`config.mk`:
```
export PLATFORM = sky130hd
export DESIGN_NAME = tmr_pair
export DESIGN_NICKNAME = d
export VERILOG_FILES = /design/src/rtl/tmr_pkg.sv /design/src/rtl/tmr_prescaler.sv /design/src/rtl/tmr_downcount.sv /design/src/rtl/tmr_channel.sv /design/src/rtl/tmr_regif.sv /design/src/rtl/tmr_pair.sv
export SDC_FILE = /design/constraint.sdc
export NUM_CORES = 1
export LEC_CHECK = 0
export CAP_MARGIN = 10
export CORE_MARGIN = 2
export CORE_UTILIZATION = 55
export CTS_BUF_LIST = sky130_fd_sc_hd__clkbuf_8
export DETAILED_ROUTE_END_ITERATION = 12
export GPL_TIMING_DRIVEN = 0
export PLACE_DENSITY_LB_ADDON = 0.2
export SLEW_MARGIN = 15
export SYNTH_ARGS = -nofsm -noshare
export SYNTH_HDL_FRONTEND = slang
export SYNTH_HIERARCHICAL = 1
export SYNTH_SLANG_ARGS = --single-unit
```
`constraint.sdc`:
```
create_clock -name clk -period 6.14 [get_ports clk]
set_input_delay 0.614 -clock clk [delete_from_list [all_inputs] [get_ports clk]]
set_output_delay 0.614 -clock clk [all_outputs]
set_load 0.05 [all_outputs]
```
`src/rtl/tmr_pkg.sv`:
```
package tmr_pkg;
  localparam int ADDR_W = 3;

  localparam logic [ADDR_W-1:0] A_RTC_CNT = 3'd0;
  localparam logic [ADDR_W-1:0] A_RTC_SCL = 3'd1;
  localparam logic [ADDR_W-1:0] A_GPT_CNT = 3'd2;
  localparam logic [ADDR_W-1:0] A_GPT_SCL = 3'd3;
  localparam logic [ADDR_W-1:0] A_CTRL    = 3'd4;

  // lowest bit of each timer's 4-bit control field
  localparam int RTC_FLD_LSB = 8;
  localparam int GPT_FLD_LSB = 0;
  localparam int FLD_W       = 4;

  // field layout, LSB first: reload-enable, load, run, prescaler restart
  typedef struct packed {
    logic sload;
    logic en;
    logic load;
    logic rel;
  } tmr_ctl_t;
endpackage

```
`src/rtl/tmr_prescaler.sv`:
```
module tmr_prescaler #(
  parameter int SCW = 8
) (
  input  logic           clk,
  input  logic           rst_n,
  input  logic           scl_wr,
  input  logic [SCW-1:0] scl_val,
  input  logic           restart,
  input  logic           step,
  output logic           tick,
  output logic [SCW-1:0] remain
);
  logic [SCW-1:0] scl_q;
  logic [SCW-1:0] pre_q;

  assign tick   = step && (pre_q == '0);
  assign remain = pre_q;

  always_ff @(posedge clk or negedge rst_n) begin
    if (!rst_n) begin
      scl_q <= '0;
      pre_q <= '0;
    end else begin
      if (scl_wr) scl_q <= scl_val;
      if (restart)    pre_q <= scl_q;
      else if (step)  pre_q <= (pre_q == '0) ? scl_q : pre_q - 1'b1;
    end
  end
endmodule

```
`src/rtl/tmr_downcount.sv`:
```
module tmr_downcount #(
  parameter int CNT_W = 32
) (
  input  logic             clk,
  input  logic             rst_n,
  input  logic             rld_wr,
  input  logic [CNT_W-1:0] rld_val,
  input  logic             load,
  input  logic             tick,
  input  logic             auto_rel,
  output logic [CNT_W-1:0] count,
  output logic             uflow
);
  logic [CNT_W-1:0] rld_q;
  logic [CNT_W-1:0] cnt_q;

  assign uflow = tick && (cnt_q == '0);
  assign count = cnt_q;

  always_ff @(posedge clk or negedge rst_n) begin
    if (!rst_n) begin
      rld_q <= '1;
      cnt_q <= '1;
    end else begin
      if (rld_wr) rld_q <= rld_val;
      if (load) begin
        cnt_q <= rld_q;
      end else if (tick) begin
        if (cnt_q != '0)   cnt_q <= cnt_q - 1'b1;
        else if (auto_rel) cnt_q <= rld_q;
      end
    end
  end
endmodule

```
`src/rtl/tmr_channel.sv`:
```
module tmr_channel
  import tmr_pkg::*;
#(
  parameter int CNT_W = 32,
  parameter int SCW   = 8
) (
  input  logic             clk,
  input  logic             rst_n,
  input  logic             rld_wr,
  input  logic             scl_wr,
  input  logic [CNT_W-1:0] rld_val,
  input  logic [SCW-1:0]   scl_val,
  input  logic             ctl_wr,
  input  tmr_ctl_t         ctl,
  output logic [CNT_W-1:0] count,
  output logic [SCW-1:0]   remain,
  output logic             irq
);
  logic run_q, rel_q, irq_q;
  logic step, tick, restart, uflow;

  // a control write replaces this cycle's counting step
  assign step    = run_q && !ctl_wr;
  assign restart = ctl_wr && (ctl.sload || (ctl.en && !run_q));

  tmr_prescaler #(.SCW(SCW)) u_pre (
    .clk     (clk),
    .rst_n   (rst_n),
    .scl_wr  (scl_wr),
    .scl_val (scl_val),
    .restart (restart),
    .step    (step),
    .tick    (tick),
    .remain  (remain)
  );

  tmr_downcount #(.CNT_W(CNT_W)) u_cnt (
    .clk      (clk),
    .rst_n    (rst_n),
    .rld_wr   (rld_wr),
    .rld_val  (rld_val),
    .load     (ctl_wr && ctl.load),
    .tick     (tick),
    .auto_rel (rel_q),
    .count    (count),
    .uflow    (uflow)
  );

  always_ff @(posedge clk or negedge rst_n) begin
    if (!rst_n) begin
      run_q <= 1'b0;
      rel_q <= 1'b0;
      irq_q <= 1'b0;
    end else begin
      irq_q <= uflow;
      if (ctl_wr) begin
        run_q <= ctl.en;
        rel_q <= ctl.rel;
      end else if (uflow && !rel_q) begin
        run_q <= 1'b0;
      end
    end
  end

  assign irq = irq_q;
endmodule

```
`src/rtl/tmr_regif.sv`:
```
module tmr_regif
  import tmr_pkg::*;
#(
  parameter int DATA_W  = 32,
  parameter int RTC_SCW = 8,
  parameter int GPT_SCW = 16
) (
  input  logic              clk,
  input  logic              rst_n,
  input  logic              wr_en,
  input  logic [ADDR_W-1:0] addr,
  input  logic [DATA_W-1:0] wdata,
  output logic              rtc_rld_wr,
  output logic              rtc_scl_wr,
  output logic              gpt_rld_wr,
  output logic              gpt_scl_wr,
  output logic              ctl_wr,
  output tmr_ctl_t          rtc_ctl,
  output tmr_ctl_t          gpt_ctl,
  output logic              par_err
);
  localparam logic [DATA_W-1:0] NIB      = {{(DATA_W-FLD_W){1'b0}}, {FLD_W{1'b1}}};
  localparam logic [DATA_W-1:0] CTL_KEEP = (NIB << RTC_FLD_LSB) | (NIB << GPT_FLD_LSB);

  logic bad_wr, par_q;

  assign rtc_rld_wr = wr_en && (addr == A_RTC_CNT);
  assign rtc_scl_wr = wr_en && (addr == A_RTC_SCL);
  assign gpt_rld_wr = wr_en && (addr == A_GPT_CNT);
  assign gpt_scl_wr = wr_en && (addr == A_GPT_SCL);
  assign ctl_wr     = wr_en && (addr == A_CTRL);

  assign rtc_ctl = tmr_ctl_t'(wdata[RTC_FLD_LSB +: FLD_W]);
  assign gpt_ctl = tmr_ctl_t'(wdata[GPT_FLD_LSB +: FLD_W]);

  always_comb begin
    bad_wr = 1'b0;
    if (rtc_scl_wr && (wdata[DATA_W-1:RTC_SCW] != '0)) bad_wr = 1'b1;
    if (gpt_scl_wr && (wdata[DATA_W-1:GPT_SCW] != '0)) bad_wr = 1'b1;
    if (ctl_wr && ((wdata & ~CTL_KEEP) != '0))         bad_wr = 1'b1;
  end

  always_ff @(posedge clk or negedge rst_n) begin
    if (!rst_n) par_q <= 1'b0;
    else        par_q <= bad_wr;
  end

  assign par_err = par_q;
endmodule

```
`src/rtl/tmr_pair.sv`:
```
module tmr_pair
  import tmr_pkg::*;
#(
  parameter int DATA_W  = 32,
  parameter int RTC_SCW = 8,
  parameter int GPT_SCW = 16
) (
  input  logic              clk,
  input  logic              rst_n,
  input  logic              wr_en,
  input  logic [2:0]        addr,
  input  logic [DATA_W-1:0] wdata,
  output logic [DATA_W-1:0] rdata,
  output logic              rtc_irq,
  output logic              gpt_irq,
  output logic              par_err
);
  logic rtc_rld_wr, rtc_scl_wr, gpt_rld_wr, gpt_scl_wr, ctl_wr;
  tmr_ctl_t rtc_ctl, gpt_ctl;
  logic [DATA_W-1:0]  rtc_cnt, gpt_cnt;
  logic [RTC_SCW-1:0] rtc_rem;
  logic [GPT_SCW-1:0] gpt_rem;

  tmr_regif #(.DATA_W(DATA_W), .RTC_SCW(RTC_SCW), .GPT_SCW(GPT_SCW)) u_regif (
    .clk        (clk),
    .rst_n      (rst_n),
    .wr_en      (wr_en),
    .addr       (addr),
    .wdata      (wdata),
    .rtc_rld_wr (rtc_rld_wr),
    .rtc_scl_wr (rtc_scl_wr),
    .gpt_rld_wr (gpt_rld_wr),
    .gpt_scl_wr (gpt_scl_wr),
    .ctl_wr     (ctl_wr),
    .rtc_ctl    (rtc_ctl),
    .gpt_ctl    (gpt_ctl),
    .par_err    (par_err)
  );

  tmr_channel #(.CNT_W(DATA_W), .SCW(RTC_SCW)) u_rtc (
    .clk     (clk),
    .rst_n   (rst_n),
    .rld_wr  (rtc_rld_wr),
    .scl_wr  (rtc_scl_wr),
    .rld_val (wdata),
    .scl_val (wdata[RTC_SCW-1:0]),
    .ctl_wr  (ctl_wr),
    .ctl     (rtc_ctl),
    .count   (rtc_cnt),
    .remain  (rtc_rem),
    .irq     (rtc_irq)
  );

  tmr_channel #(.CNT_W(DATA_W), .SCW(GPT_SCW)) u_gpt (
    .clk     (clk),
    .rst_n   (rst_n),
    .rld_wr  (gpt_rld_wr),
    .scl_wr  (gpt_scl_wr),
    .rld_val (wdata),
    .scl_val (wdata[GPT_SCW-1:0]),
    .ctl_wr  (ctl_wr),
    .ctl     (gpt_ctl),
    .count   (gpt_cnt),
    .remain  (gpt_rem),
    .irq     (gpt_irq)
  );

  always_comb begin
    unique case (addr)
      A_RTC_CNT: rdata = rtc_cnt;
      A_RTC_SCL: rdata = {{(DATA_W-RTC_SCW){1'b0}}, rtc_rem};
      A_GPT_CNT: rdata = gpt_cnt;
      A_GPT_SCL: rdata = {{(DATA_W-GPT_SCW){1'b0}}, gpt_rem};
      default:   rdata = '0;
    endcase
  end
endmodule

```
==> impl_metrics.csv <==
group,metric,value,unit
setup_path,arrival_time_at_the_worst_endpoint,4.82,ns
synthesis,cell_type_contributing_the_most_total_cell_area_after_synthesis,"dfstp_2",
floorplan,ios,73,
drt,drt_wl_total,36760,µm
synthesis,postSynthCellCount,1118,
floorplan,design.die.area,21520,µm²
sta,final-hold-violation-count,0,
finish,utilization,63.12,%
cts,num_cts_buffers,17,
sta,setup_repair_after_global_routing_missed_its_margin,"false",
cts,clock_tree_from_tritoncts,"yes",
synthesis,synth.net_count,1164,
setup_path,criticalPathCategory,"input pin to flop",
finish,areaGrowthSynthToFinish,13.33,%
synthesis,synth_edf_count,0,
synthesis,syn-mean-instance-area,10.02,µm²
cts,total_number_of_clock_tree_sinks,183,
drt,post-route-drc-count,0,
placement,place_hpwl,26510,µm
placement,postPlaceCellArea,12290,µm²
cts,cts_max_path_buffers,2,
synthesis,dominant_cell_by_count_in_the_synthesized_netlist,"dfstp_2",
cts,cts.hold.buffers_added,0,
sta,timing.final.crit_period,4.429,ns
grt,number_of_global_route_vias_before_repair,9449,
power_and_ir_drop,post-layout-total-power,3997,µW
setup_path,timing.critical_path.cells,"clkdlybuf4s50_1 -> nand2b_1 -> nor2_1 -> and2_2 -> clkbuf_1 -> nor2_1 -> a41oi_1 -> clkbuf_1 -> clkbuf_1 -> nand3_1 -> o221ai_1",
sta,fin_crit_sh,72.13,%
finish,drive_gt1_share,26.82,%
sta,layout_setup_ws,1.711,ns
finish,design_area,12690,µm²
synthesis,synth_seq_cells,183,
min_path,timing.hold.worst.class,"input pin to asynchronous set/reset pin",
drt,via_per_instance_ratio,6.724,
synthesis,netlist-cell-type-count,88,
grt,grt_antenna_before_repair,1,
placement,placed_cell_count,1461,
placement,weighted_congestion_at_the_end_of_routability_driven_global_placement,0.9521,
floorplan,dieHeight,146.7,µm
setup_path,worst_r2r_path_depth,9,
sta,number_of_max_slew_violations_in_the_final_report,0,
power_and_ir_drop,worst_ir_drop_vdd,0.2235,mV
power_and_ir_drop,p_per_area,315.0,nW/µm²
synthesis,ys.flop_type,"dfstp_2",
drt,wl_per_cell,24.59,µm
setup_path,crit_slowest_cell,"nor2_1",
finish,fin_cells,1495,
placement,io_buffers,72,
cts,clock_insertion_delay_worst_skew,0.48,ns
cts,htreeDepth,4,
setup_path,worst-path-max-fanout,10,
drt,first_iter_violations,1238,
cts,cts-resized-gates,0,
status,run_status,"complete, no violations",
setup_path,timing.rr.end,"u_gpt/u_cnt/count[19]$_DFFE_PN1P_",
floorplan,chipWidth,146.7,µm
floorplan,core_area,20100,µm²
placement,dp_slack,1.494,ns
synthesis,synth.top_cell.area_share,30.04,%
drt,detail-route-antenna-nets,0,
floorplan,initial_utilization,55.69,%
synthesis,synth_commonest_cells,"dfstp_2, mux2_2, nor2_1",
grt,largest_net_degree_at_the_start_of_global_routing,107,
synthesis,synth_seq_area_share,42.33,%
flow_run,max-cap-violations,0,
drt,detailedRoute.firstPassIterationCount,6,
sta,max_slew_margin,20.04,%
setup_path,worstReg2RegStart,"u_gpt/u_pre/remain[2]$_DFFE_PN0P_",
setup_path,r2r_setup_slack,2.51,ns
cts,cts.reportedPaths.clkPinSlew,0.10,ns
setup_path,required_time_at_the_endpoint_of_the_critical_path,6.53,ns
setup_path,startpoint_type,"input pin",
setup_path,crit_top_cell,"clkbuf_1",
synthesis,post_synth_instance_area,11200,µm²
setup_path,crit_end,"u_rtc/u_cnt/count[20]$_DFFE_PN1P_",
sta,fmax,225.8,MHz
drt,vias,10053,
floorplan,fp-row-count,52,
sta,worst_slew_pin_slew,1.188,ns
synthesis,async_flop_share,100.0,%
power_and_ir_drop,total_leakage_power,0.004818,µW
grt,global_route_usage_sum,34.01,%
grt,gr-total-overflow,0,
cts,postCtsSetupRepairBufs,0,
finish,final_nets,1256,
sta,timing.clock.skew,0.01438,ns
setup_path,timing.critical_path.to_type,"flop",
sta,finalSetupViolCount,0,
synthesis,ys_warn_count,6,
setup_path,crit_path_start,"addr[1]",
setup_path,crit_path_max_incr_delay,0.82,ns
cts,cts_root_cell,"clkbuf_8",
synthesis,synth_area_leaders,"dfstp_2, dfrtp_1, mux2_2",
grt,wire_length_of_the_first_global_routing_pass,55860,µm
layer usage:
layer  global-route usage [%]  vias to the layer above  share of wire, %
li1                         -                     4424                 -
met1                    47.67                     4966                41
met4                    12.43                        0               4.0
met3                    9.469                      117                11
met5                        0                        -                 0
met2                    50.54                      546                44
state kept, by name, indices dropped and copies added (netlist names), 8 cells and up:
name,flops
u_gpt/u_cnt/count,32
u_gpt/u_cnt/rld_q,32
u_rtc/u_cnt/count,32
u_rtc/u_cnt/rld_q,32
u_gpt/u_pre/remain,16
u_gpt/u_pre/scl_q,16
u_rtc/u_pre/remain,8
u_rtc/u_pre/scl_q,8
critical path: cells and delay by family:
family          cells  cell delay [ns]
buf+inv             4             2.07
compound gates      2             0.39
simple gates        5             1.73
logic make-up after synthesis:
logic type      Yosys count  synth area share, %
simple gates            408                20.84
compound gates          245                15.75
flops                   183                42.33
mux                     158                15.17
buf+inv                 116                5.017
fa+ha+maj                 8               0.8940
power by group:
group | leakage [µW] | internal, µW | switching, µW
Clock | 0.000212 | 398 | 457
Sequential | 0.00202 | 1580 | 351
Combinational | 0.00259 | 515 | 691
Total | 0.00482 | 2500 | 1500
cell usage in the layout, fill, tap and decap left out, types with 10 or more instances in the layout:
master,instances
or3_1,13
or4_1,15
nand2_1,55
dfstp_2,128
a31oi_1,10
nand4_1,29
mux2_2,92
a22oi_1,12
o21ai_0,47
buf_2,16
buf_4,10
clkdlybuf4s50_1,71
a21oi_1,37
nor4_1,35
nor2_1,83
dfrtp_1,55
inv_1,41
o22ai_1,13
nor3_1,48
o22a_1,11
clkbuf_1,42
nand3_1,40
clkbuf_8,18
mux2i_1,64
final cells by class:
cell class	count	area [µm²]
antenna	2	5.005
buffer	78	419.2
clock buffer	17	234.0
clock inverter	15	162.7
fill	1710	7415
inverter	38	142.6
multi-input combinational	819	5896
sequential	183	4740
tap	270	337.8
timing repair buffer	73	753.2
through the flow:
| step | TNS [ns] | hold slack [ns] |
|---|---|---|
| floorplan | 0 | 0.3184 |
| global placement | -257.38 | 0.4739 |
| detailed placement | 0 | 0.4802 |
| CTS | 0 | 0.1118 |
| global route | 0 | 0.1135 |
| finish | 0 | 0.08993 |
how the worst min path moves through the flow:
stage	end	cells past startpoint
after floorplan	u_gpt/irq$_DFF_PN0_	0
after global placement	u_rtc/u_cnt/count[0]$_DFFE_PN1P_	2
after detailed placement	u_gpt/u_cnt/count[0]$_DFFE_PN1P_	2
after CTS	u_gpt/run_q$_DFFE_PN0P_	1
after global routing	u_gpt/run_q$_DFFE_PN0P_	1
final	u_gpt/run_q$_DFFE_PN0P_	1
Power figures use the tool's default switching activity.
